File: config.mk
export PLATFORM = sky130hd
export DESIGN_NAME = tft_timing_gen
export DESIGN_NICKNAME = d
export VERILOG_FILES = /design/src/rtl/tft_tg_pkg.sv /design/src/rtl/tft_pclk_div.sv /design/src/rtl/tft_seg_seq.sv /design/src/rtl/tft_tg_regs.sv /design/src/rtl/tft_timing_gen.sv
export SDC_FILE = /design/constraint.sdc
export NUM_CORES = 1
export LEC_CHECK = 0
export ABC_CLOCK_PERIOD_IN_PS = 3800
export BUFFER_PORTS_ARGS = -buffer_cell sky130_fd_sc_hd__buf_2
export CAP_MARGIN = 15
export CORE_ASPECT_RATIO = 2
export CORE_MARGIN = 3
export CORE_UTILIZATION = 29
export DETAILED_ROUTE_END_ITERATION = 16
export PLACE_DENSITY = 0.5
export SLEW_MARGIN = 20
export SYNTH_ARGS = -nofsm -noshare
export SYNTH_HDL_FRONTEND = slang
export SYNTH_HIERARCHICAL = 1
export SYNTH_SLANG_ARGS = --single-unit
File: constraint.sdc
create_clock -name clk -period 3.8 [get_ports clk]
set_input_delay 0.19 -clock clk [delete_from_list [all_inputs] [get_ports clk]]
set_output_delay 0.19 -clock clk [all_outputs]
set_load 0.005 [all_outputs]
File: src/rtl/tft_tg_pkg.sv
package tft_tg_pkg;

    // Segment order is behavioural: active, front porch, sync, back porch
    typedef enum logic [1:0] {
        SEG_ACT  = 2'd0,
        SEG_FP   = 2'd1,
        SEG_SYNC = 2'd2,
        SEG_BP   = 2'd3
    } seg_e;

    localparam int REG_DW = 32;
    localparam int ADR_W  = 3;

    localparam logic [ADR_W-1:0] ADR_CTRL  = 3'd0;
    localparam logic [ADR_W-1:0] ADR_HACT  = 3'd1;
    localparam logic [ADR_W-1:0] ADR_HBLK  = 3'd2;
    localparam logic [ADR_W-1:0] ADR_VACT  = 3'd3;
    localparam logic [ADR_W-1:0] ADR_VBLK  = 3'd4;
    localparam logic [ADR_W-1:0] ADR_TCOL  = 3'd5;
    localparam logic [ADR_W-1:0] ADR_MASK  = 3'd6;
    localparam logic [ADR_W-1:0] ADR_PEND  = 3'd7;

endpackage

File: src/rtl/tft_pclk_div.sv
module tft_pclk_div #(
    parameter int DIVW = 10
) (
    input  logic            clk,
    input  logic            rst_n,
    input  logic            run,
    input  logic [DIVW-1:0] div_m1,
    output logic            pix_ce
);
    localparam int CNTW = DIVW + 1;

    logic [CNTW-1:0] cnt;
    logic [CNTW-1:0] last;
    logic            at_end;

    // period is 2*(N+1) clocks: count 0 .. 2N+1
    assign last   = {div_m1, 1'b1};
    assign at_end = (cnt >= last);

    always_ff @(posedge clk or negedge rst_n) begin
        if (!rst_n) begin
            cnt <= '0;
        end else if (!run || at_end) begin
            cnt <= '0;
        end else begin
            cnt <= cnt + 1'b1;
        end
    end

    assign pix_ce = run && at_end;

endmodule

File: src/rtl/tft_seg_seq.sv
module tft_seg_seq
    import tft_tg_pkg::*;
#(
    parameter int CW = 11
) (
    input  logic          clk,
    input  logic          rst_n,
    input  logic          run,
    input  logic          step,
    input  logic [CW-1:0] len_act,
    input  logic [CW-1:0] len_fp,
    input  logic [CW-1:0] len_sync,
    input  logic [CW-1:0] len_bp,
    output seg_e          st,
    output logic [CW-1:0] cnt,
    output logic          seg_wrap,
    output logic          sync_enter
);
    seg_e          st_nx;
    logic [CW-1:0] cur_len;
    logic          seg_end;

    // next-state process
    always_comb begin
        unique case (st)
            SEG_ACT:  cur_len = len_act;
            SEG_FP:   cur_len = len_fp;
            SEG_SYNC: cur_len = len_sync;
            SEG_BP:   cur_len = len_bp;
        endcase
        seg_end = step && (cnt == cur_len);
        st_nx   = st;
        if (seg_end) begin
            unique case (st)
                SEG_ACT:  st_nx = SEG_FP;
                SEG_FP:   st_nx = SEG_SYNC;
                SEG_SYNC: st_nx = SEG_BP;
                SEG_BP:   st_nx = SEG_ACT;
            endcase
        end
    end

    // state register
    always_ff @(posedge clk or negedge rst_n) begin
        if (!rst_n) begin
            st <= SEG_ACT;
        end else if (!run) begin
            st <= SEG_ACT;
        end else begin
            st <= st_nx;
        end
    end

    // segment counter
    always_ff @(posedge clk or negedge rst_n) begin
        if (!rst_n) begin
            cnt <= '0;
        end else if (!run || seg_end) begin
            cnt <= '0;
        end else if (step) begin
            cnt <= cnt + 1'b1;
        end
    end

    assign seg_wrap   = seg_end && (st == SEG_BP);
    assign sync_enter = seg_end && (st == SEG_FP);

endmodule

File: src/rtl/tft_tg_regs.sv
module tft_tg_regs
    import tft_tg_pkg::*;
#(
    parameter int HW   = 11,
    parameter int VW   = 10,
    parameter int PW   = 8,
    parameter int DIVW = 10,
    parameter int COLW = 24
) (
    input  logic              clk,
    input  logic              rst_n,
    input  logic              wr_en,
    input  logic [ADR_W-1:0]  wr_addr,
    input  logic [REG_DW-1:0] wr_data,
    input  logic              pend_set,
    output logic              video_en,
    output logic [DIVW-1:0]   div_m1,
    output logic              hs_inv,
    output logic              vs_inv,
    output logic [HW-1:0]     hact_m1,
    output logic [PW-1:0]     hfp_m1,
    output logic [PW-1:0]     hbp_m1,
    output logic [PW-1:0]     hsw_m1,
    output logic [VW-1:0]     vact_m1,
    output logic [PW-1:0]     vfp_m1,
    output logic [PW-1:0]     vbp_m1,
    output logic [PW-1:0]     vsw_m1,
    output logic [COLW-1:0]   tc_color,
    output logic              tc_en,
    output logic              irq_mask,
    output logic              frm_pend
);
    localparam int HSI_BIT = DIVW + 1;
    localparam int VSI_BIT = DIVW + 2;

    logic ctl_wr, tim_wr, pend_clr;
    logic unused_bits;

    assign ctl_wr   = wr_en && (wr_addr == ADR_CTRL);
    assign tim_wr   = wr_en && !video_en;
    assign pend_clr = wr_en && (wr_addr == ADR_PEND) && wr_data[0];
    assign unused_bits = ^wr_data[REG_DW-1:COLW+1];

    always_ff @(posedge clk or negedge rst_n) begin
        if (!rst_n) begin
            video_en <= 1'b0;
            div_m1   <= '0;
            hs_inv   <= 1'b0;
            vs_inv   <= 1'b0;
        end else if (ctl_wr) begin
            video_en <= wr_data[0];
            div_m1   <= wr_data[DIVW:1];
            hs_inv   <= wr_data[HSI_BIT];
            vs_inv   <= wr_data[VSI_BIT];
        end
    end

    always_ff @(posedge clk or negedge rst_n) begin
        if (!rst_n) begin
            hact_m1 <= '0;
            hfp_m1  <= '0;
            hbp_m1  <= '0;
            hsw_m1  <= '0;
            vact_m1 <= '0;
            vfp_m1  <= '0;
            vbp_m1  <= '0;
            vsw_m1  <= '0;
        end else if (tim_wr) begin
            unique case (wr_addr)
                ADR_HACT: hact_m1 <= wr_data[HW-1:0];
                ADR_HBLK: begin
                    hfp_m1 <= wr_data[PW-1:0];
                    hbp_m1 <= wr_data[2*PW-1:PW];
                    hsw_m1 <= wr_data[3*PW-1:2*PW];
                end
                ADR_VACT: vact_m1 <= wr_data[VW-1:0];
                ADR_VBLK: begin
                    vfp_m1 <= wr_data[PW-1:0];
                    vbp_m1 <= wr_data[2*PW-1:PW];
                    vsw_m1 <= wr_data[3*PW-1:2*PW];
                end
                default: ;
            endcase
        end
    end

    always_ff @(posedge clk or negedge rst_n) begin
        if (!rst_n) begin
            tc_color <= '0;
            tc_en    <= 1'b0;
            irq_mask <= 1'b1;
        end else if (wr_en) begin
            if (wr_addr == ADR_TCOL) begin
                tc_color <= wr_data[COLW-1:0];
                tc_en    <= wr_data[COLW];
            end
            if (wr_addr == ADR_MASK) begin
                irq_mask <= wr_data[0];
            end
        end
    end

    // a new frame event outranks a simultaneous clear
    always_ff @(posedge clk or negedge rst_n) begin
        if (!rst_n) begin
            frm_pend <= 1'b0;
        end else if (pend_set) begin
            frm_pend <= 1'b1;
        end else if (pend_clr) begin
            frm_pend <= 1'b0;
        end
    end

endmodule

File: src/rtl/tft_timing_gen.sv
module tft_timing_gen
    import tft_tg_pkg::*;
#(
    parameter int HW   = 11,
    parameter int VW   = 10,
    parameter int PW   = 8,
    parameter int DIVW = 10,
    parameter int COLW = 24
) (
    input  logic              clk,
    input  logic              rst_n,
    input  logic              wr_en,
    input  logic [ADR_W-1:0]  wr_addr,
    input  logic [REG_DW-1:0] wr_data,
    input  logic [COLW-1:0]   pix_in,
    output logic              hsync,
    output logic              vsync,
    output logic              de,
    output logic              pix_ce,
    output logic [HW-1:0]     x_pos,
    output logic [VW-1:0]     y_pos,
    output logic [COLW-1:0]   pix_out,
    output logic              frm_pend,
    output logic              irq
);
    localparam int HCW = (HW > PW) ? HW : PW;
    localparam int VCW = (VW > PW) ? VW : PW;

    logic            ctl_en, ctl_hs_inv, ctl_vs_inv;
    logic [DIVW-1:0] div_m1;
    logic [HW-1:0]   hact_m1;
    logic [VW-1:0]   vact_m1;
    logic [PW-1:0]   hfp_m1, hbp_m1, hsw_m1, vfp_m1, vbp_m1, vsw_m1;
    logic [COLW-1:0] tc_color;
    logic            tc_en, irq_mask;

    seg_e            h_st, v_st;
    logic [HCW-1:0]  h_cnt;
    logic [VCW-1:0]  v_cnt;
    logic            h_wrap, h_sync_enter_unused;
    logic            v_wrap_unused, v_sync_enter;
    logic            h_sync_act, v_sync_act, in_active;

    tft_tg_regs #(
        .HW(HW), .VW(VW), .PW(PW), .DIVW(DIVW), .COLW(COLW)
    ) u_regs (
        .clk      (clk),
        .rst_n    (rst_n),
        .wr_en    (wr_en),
        .wr_addr  (wr_addr),
        .wr_data  (wr_data),
        .pend_set (v_sync_enter),
        .video_en (ctl_en),
        .div_m1   (div_m1),
        .hs_inv   (ctl_hs_inv),
        .vs_inv   (ctl_vs_inv),
        .hact_m1  (hact_m1),
        .hfp_m1   (hfp_m1),
        .hbp_m1   (hbp_m1),
        .hsw_m1   (hsw_m1),
        .vact_m1  (vact_m1),
        .vfp_m1   (vfp_m1),
        .vbp_m1   (vbp_m1),
        .vsw_m1   (vsw_m1),
        .tc_color (tc_color),
        .tc_en    (tc_en),
        .irq_mask (irq_mask),
        .frm_pend (frm_pend)
    );

    tft_pclk_div #(.DIVW(DIVW)) u_div (
        .clk    (clk),
        .rst_n  (rst_n),
        .run    (ctl_en),
        .div_m1 (div_m1),
        .pix_ce (pix_ce)
    );

    tft_seg_seq #(.CW(HCW)) u_hseq (
        .clk        (clk),
        .rst_n      (rst_n),
        .run        (ctl_en),
        .step       (pix_ce),
        .len_act    (HCW'(hact_m1)),
        .len_fp     (HCW'(hfp_m1)),
        .len_sync   (HCW'(hsw_m1)),
        .len_bp     (HCW'(hbp_m1)),
        .st         (h_st),
        .cnt        (h_cnt),
        .seg_wrap   (h_wrap),
        .sync_enter (h_sync_enter_unused)
    );

    tft_seg_seq #(.CW(VCW)) u_vseq (
        .clk        (clk),
        .rst_n      (rst_n),
        .run        (ctl_en),
        .step       (h_wrap),
        .len_act    (VCW'(vact_m1)),
        .len_fp     (VCW'(vfp_m1)),
        .len_sync   (VCW'(vsw_m1)),
        .len_bp     (VCW'(vbp_m1)),
        .st         (v_st),
        .cnt        (v_cnt),
        .seg_wrap   (v_wrap_unused),
        .sync_enter (v_sync_enter)
    );

    // output process
    always_comb begin
        h_sync_act = ctl_en && (h_st == SEG_SYNC);
        v_sync_act = ctl_en && (v_st == SEG_SYNC);
        in_active  = ctl_en && (h_st == SEG_ACT) && (v_st == SEG_ACT);

        hsync = h_sync_act ? ctl_hs_inv : ~ctl_hs_inv;
        vsync = v_sync_act ? ctl_vs_inv : ~ctl_vs_inv;
        de    = in_active;

        if (in_active) begin
            x_pos   = h_cnt[HW-1:0];
            y_pos   = v_cnt[VW-1:0];
            pix_out = tc_en ? tc_color : pix_in;
        end else begin
            x_pos   = '0;
            y_pos   = '0;
            pix_out = '0;
        end

        irq = frm_pend && !irq_mask;
    end

endmodule

==> After elaboration in Yosys (flattened, before gate mapping) <==
Index checks and enable logic that the tools add are counted.
{ "totals": {"register_bits": 145, "latchBits": 0, "ramBits": 0, "rom_bits": 0, "in_bits": 62, "output_inout_bits": 51, "n_memories": 0} }
{ "classes": {"n_addsub": 3, "n_mul": 0, "n_div": 0, "magnitude_cmp": 1, "n_eq_ne": 17, "n_shift": 0, "muxes": 21, "bitwise": 2, "reduce_logical": 31} }
{ "ops": {"columns": ["operator", "n"], "rows": [
  ["two-way mux 24 bit", 2],
  ["two-way mux 11 bit", 4],
  ["case mux 11 bit (4 select lines)", 1],
  ["case mux 10 bit (4 select lines)", 1],
  ["two-way mux 10 bit", 3],
  ["adder 11 x 1 -> 11 bit (second input constant)", 2],
  ["case mux 2 bit (4 select lines)", 2],
  ["logical AND 1 bit", 14],
  ["== test 3 bit (second input constant)", 4],
  ["AND reduction 2 bit", 6],
  ["== test 11 bit", 1],
  ["greater-or-equal comparator 11 bit", 1],
  ["adder 10 x 1 -> 10 bit (second input constant)", 1],
  ["== test 10 bit", 1],
  ["== test 2 bit (second input constant)", 4],
  ["two-way mux 2 bit", 4],
  ["== test 3 x 2 -> 1 bit (second input constant)", 2],
  ["nonzero test 2 bit", 3],
  ["== test 2 x 1 -> 1 bit (second input constant)", 2],
  ["zero test 2 bit", 2],
  ["two-way mux 1 bit", 4],
  ["!= test 2 x 1 -> 1 bit (second input constant)", 2],
  ["== test 3 x 1 -> 1 bit (second input constant)", 1],
  ["zero test 3 bit", 1],
  ["other kinds (3)", 7]
]} }

==> Logic depth before layout (Yosys ltp) <==
{ "depth": {"word_depth": 8, "depth_mapped": 18, "mapped_depth_nobuf": 16} }

==> Cells and area by module <==
Netlist, hierarchy kept.
{ "by_module_without_submodules": {"columns": ["module", "n_inst", "cells_per_inst", "area_each_um2"], "rows": [
  ["tft_tg_regs", 1, 240, 4116.4],
  ["tft_seg_seq at u_hseq", 1, 144, 1224.9],
  ["tft_seg_seq at u_vseq", 1, 114, 1101.1],
  ["tft_timing_gen", 1, 90, 859.6],
  ["tft_pclk_div", 1, 86, 775.7]
]} }

==> Worst setup path before layout <==
Ideal clock, no wire load.
{ "synth_timing": {"path_type": "flip-flop to flip-flop", "start": "register u_div.cnt[8]", "end": "register u_vseq.cnt[0]", "setup_time_ps": 135, "arrival_time_ps": 3426, "slack_ps": 240, "stages_incl_launch_ff": 17, "synth_period_minus_slack_ps": 3560, "cell_sequence": "dfrtp_1 > ha_1 > nand4_2 > a2111o_1 > o211ai_1 > and2_1 > buf_2 > nand2_1 > a211o_1 > o22ai_1 > nand3_1 > nor4_1 > and2_2 > buf_6 > nand4_2 > o31ai_4 > nor2_1"} }
{ "synth_between": {"elab_chain_cells": 7, "word_cells_on_any_way": 8, "classes_between": "order compare: 1; mux: 1; reduce/logical: 6"} }
{ "synth_rtl": {"columns": ["item", "line_no", "source"], "rows": [
  ["from (decl)", "tft_pclk_div.sv:12", "logic [CNTW-1:0] cnt;"],
  ["from (signal assigned)", "tft_pclk_div.sv:26", "cnt <= cnt + 1'b1;"],
  ["greater-or-equal comparator 11 bit (*)", "tft_pclk_div.sv:18", "assign at_end = (cnt >= last);"],
  ["logical AND 1 bit (*)", "tft_pclk_div.sv:30", "assign pix_ce = run && at_end;"],
  ["net pix_ce", "tft_timing_gen.sv:19", "output logic pix_ce,"],
  ["logical AND 1 bit (*)", "tft_seg_seq.sv:31", "seg_end = step && (cnt == cur_len);"],
  ["logical AND 1 bit (*)", "tft_seg_seq.sv:65", "assign seg_wrap = seg_end && (st == SEG_BP);"],
  ["net h_wrap", "tft_timing_gen.sv:40", "logic h_wrap, h_sync_enter_unused;"],
  ["logical AND 1 bit", "tft_seg_seq.sv:31", null],
  ["logical OR 1 bit", "tft_seg_seq.sv:58", "end else if (!run || seg_end) begin"],
  ["two-way mux 10 bit / nonzero test 2 bit (equally long branches)", null, null],
  ["to (signal assigned)", "tft_seg_seq.sv:61", "cnt <= cnt + 1'b1;"],
  ["to (decl)", "tft_seg_seq.sv:15", "output logic [CW-1:0] cnt,"]
]} }
Mark *: on every way through the listed nets, which the timed path passes. The rest lies on a longest branch.
A chain may end at the register's enable or synchronous reset.

==> Final worst setup path <==
{ "layout_timing": {"start": "register u_div.cnt[8]", "end": "register u_vseq.cnt[1]"} }
{ "layout_between": {"elab_chain_cells": 7, "word_cells_on_any_way": 8, "classes_between": "order compare: 1; mux: 1; reduce/logical: 6"} }
{ "layout_rtl": {"columns": ["item", "line_no"], "rows": [
  ["greater-or-equal comparator 11 bit (*)", "tft_pclk_div.sv:18"],
  ["logical AND 1 bit (*)", "tft_pclk_div.sv:30"],
  ["logical AND 1 bit (*)", "tft_seg_seq.sv:31"],
  ["logical AND 1 bit (*)", "tft_seg_seq.sv:65"],
  ["net h_wrap", "tft_timing_gen.sv:40"],
  ["logical AND 1 bit", "tft_seg_seq.sv:31"],
  ["logical OR 1 bit", "tft_seg_seq.sv:58"],
  ["two-way mux 10 bit / nonzero test 2 bit (equally long branches)", null]
]} }
Marked as above.

==> run summary <==
Worst EP required = 4110 ps
Core Area = 0.0271 mm^2
CTS Buf Count = 17
IO Pins = 113
slew margin rel. = 41.5%
Worst Max-Slew Pin Slew = 877 ps
IO buf count = 105
FF-to-FF path depth = 15
Iter 0 DRT Violations = 328
final WL = 22.0 mm
final hold violation count = 0
Peak VDD IR = 242 uV
Crit path largest cell delay = 430 ps
Nets = 873
CTS root buf = clkbuf_16
total grt overflow = 0
Clock Sinks = 145
max-slew violations = 0
Layout area overhead = 18.9%
fmax = 280 MHz
crit end category = flop
Inserted Diodes = 0
Final ANT Viol Nets = 0
Data arrival, critical path = 3890 ps
vias in the first global route = 5,772
Finished Cell Area = 0.00959 mm^2
worst skew pair latency = 430 ps
hold depth = 2
Die H = 242 um
die width = 124 um
pin count of the biggest net entering global routing = 88
commonest non-fill, non-tap cell in the layout = dfrtp_1
crit path buf inv count = 1
Residual DRC = 0
CTS HTree Levels = 4
antenna violations before repair = 0
Pre-antenna DRT Iters = 7
leakage power = 0.00440 uW
drt wl/cell = 19.1 um
Initial Utilization = 29.7%
# setup viols final = 0
crit share post-route = 94.1%
most frequent cells in the layout = dfrtp_1 (143), mux2_2 (106), buf_2 (104)
vias post-DR = 5,576
overall power = 4730 uW
Mapped Area = 0.00806 mm^2
Syn Inst Count = 672
# rows = 85
crit path launch type = flop
share of layout cells above drive strength 1 = 40.1%
Worst-path clk slew = 60 ps
GR Util All Layers = 15.2%
postcts setup bufs = 0
total die area = 0.0300 mm^2
CTS tree = done
max-cap viol count = 0
worst setup path class = reg -> reg
DP Area = 0.00895 mm^2
placer congestion estimate = 0.800
skew final = 10.8 ps
status = finished clean
Finished Layout Cells = 1,151
Syn Area/Cell = 12.0 um^2
Placed Cells incl. Taps = 1,117
clock buffer depth = 2
delay-heaviest family, CP = compound AO/OA/AOI/OAI gates
Via density = 4.84
first-pass GRT wire length = 34.0 mm
min Tclk post-route = 3580 ps
CP Max Fanout = 10
crit-path most repeated cell = nand4_2
Synthesis Warnings = 6
pwr dens = 493 mW/mm^2
CP max stage cell = a2111o_1
Final Hold Slack = 55.9 ps
Hold WC Path Type = in -> reg
Crit path depth = 15
cell chain of the critical path = ha_1, nand4_2, a2111o_1, o211ai_1, and2_2, nand2_1, a211o_1, o22ai_2, nand3_1, nor4_4, and2_4, nand4_2, o31ai_4, buf_12, nor2_1
dpl hpwl = 16.2 mm
state kept, by name, indices dropped and copies added, names as in the netlist, 8 cells and up:
signal and flops:
u_regs/hfp_m1 8, u_regs/hact_m1 11, u_regs/hbp_m1 8, u_regs/vsw_m1 8
u_regs/tc_color 24, u_regs/vbp_m1 8, u_vseq/cnt 10, u_hseq/cnt 11
u_regs/div_m1 10, u_regs/vfp_m1 8, u_regs/vact_m1 10, u_div/cnt 11
u_regs/hsw_m1 8
area by class of cell:
| type | instances | area (um^2) |
|---|---|---|
| clock inverter | 10 | 136 |
| tap | 348 | 435 |
| inverter | 38 | 143 |
| sequential | 145 | 3630 |
| multi-input combinational | 466 | 4100 |
| clock buffer | 22 | 464 |
| fill | 2722 | 17500 |
| timing repair buffer | 122 | 677 |
layer usage:
metal / vias up / global-route usage (%) / routed length, um
li1: 2634 / - / -
met1: 2795 / 16.5 / 8080
met2: 120 / 28.3 / 12500
met3: 27 / 2.69 / 796
met4: 0 / 6.20 / 643
met5: - / 0 / 0
timing repair:
item,CTS,global route
setup endpoints to repair,0,13
hold buffers,2,0
gates resized for setup,0,5
hold endpoints to repair,86,0
path summary, 6_finish.rpt:
path | from | end | slack [ps]
max in group asynchronous | rst_n | u_regs/vfp_m1[3] | 2390
min reg2reg | u_div/cnt[0] | u_div/cnt[0] | 490
min | wr_data[23] | u_regs/tc_color[23] | 60
max reg2reg | u_div/cnt[8] | u_vseq/cnt[1] | 220
max | u_div/cnt[8] | u_vseq/cnt[1] | 220
min in group asynchronous | rst_n | u_regs/vact_m1[7] | 390
through the flow:
stage	util (%)	setup TNS, ps	worst slack [ps]
after floorplan	-	0	294
after global placement	33.0	0	114
after detailed placement	33.0	0	75.3
after CTS	35.3	0	34.6
after global routing	35.4	-46.4	-14.4
final	35.4	0	223
power breakdown:
group	leakage (uW)	switching [uW]	internal (uW)
Sequential	0.00181	179	1850
Clock	0.000287	650	1070
Combinational	0.00231	490	493
Total	0.00440	1320	3410
(Power assumes the default switching activity.)
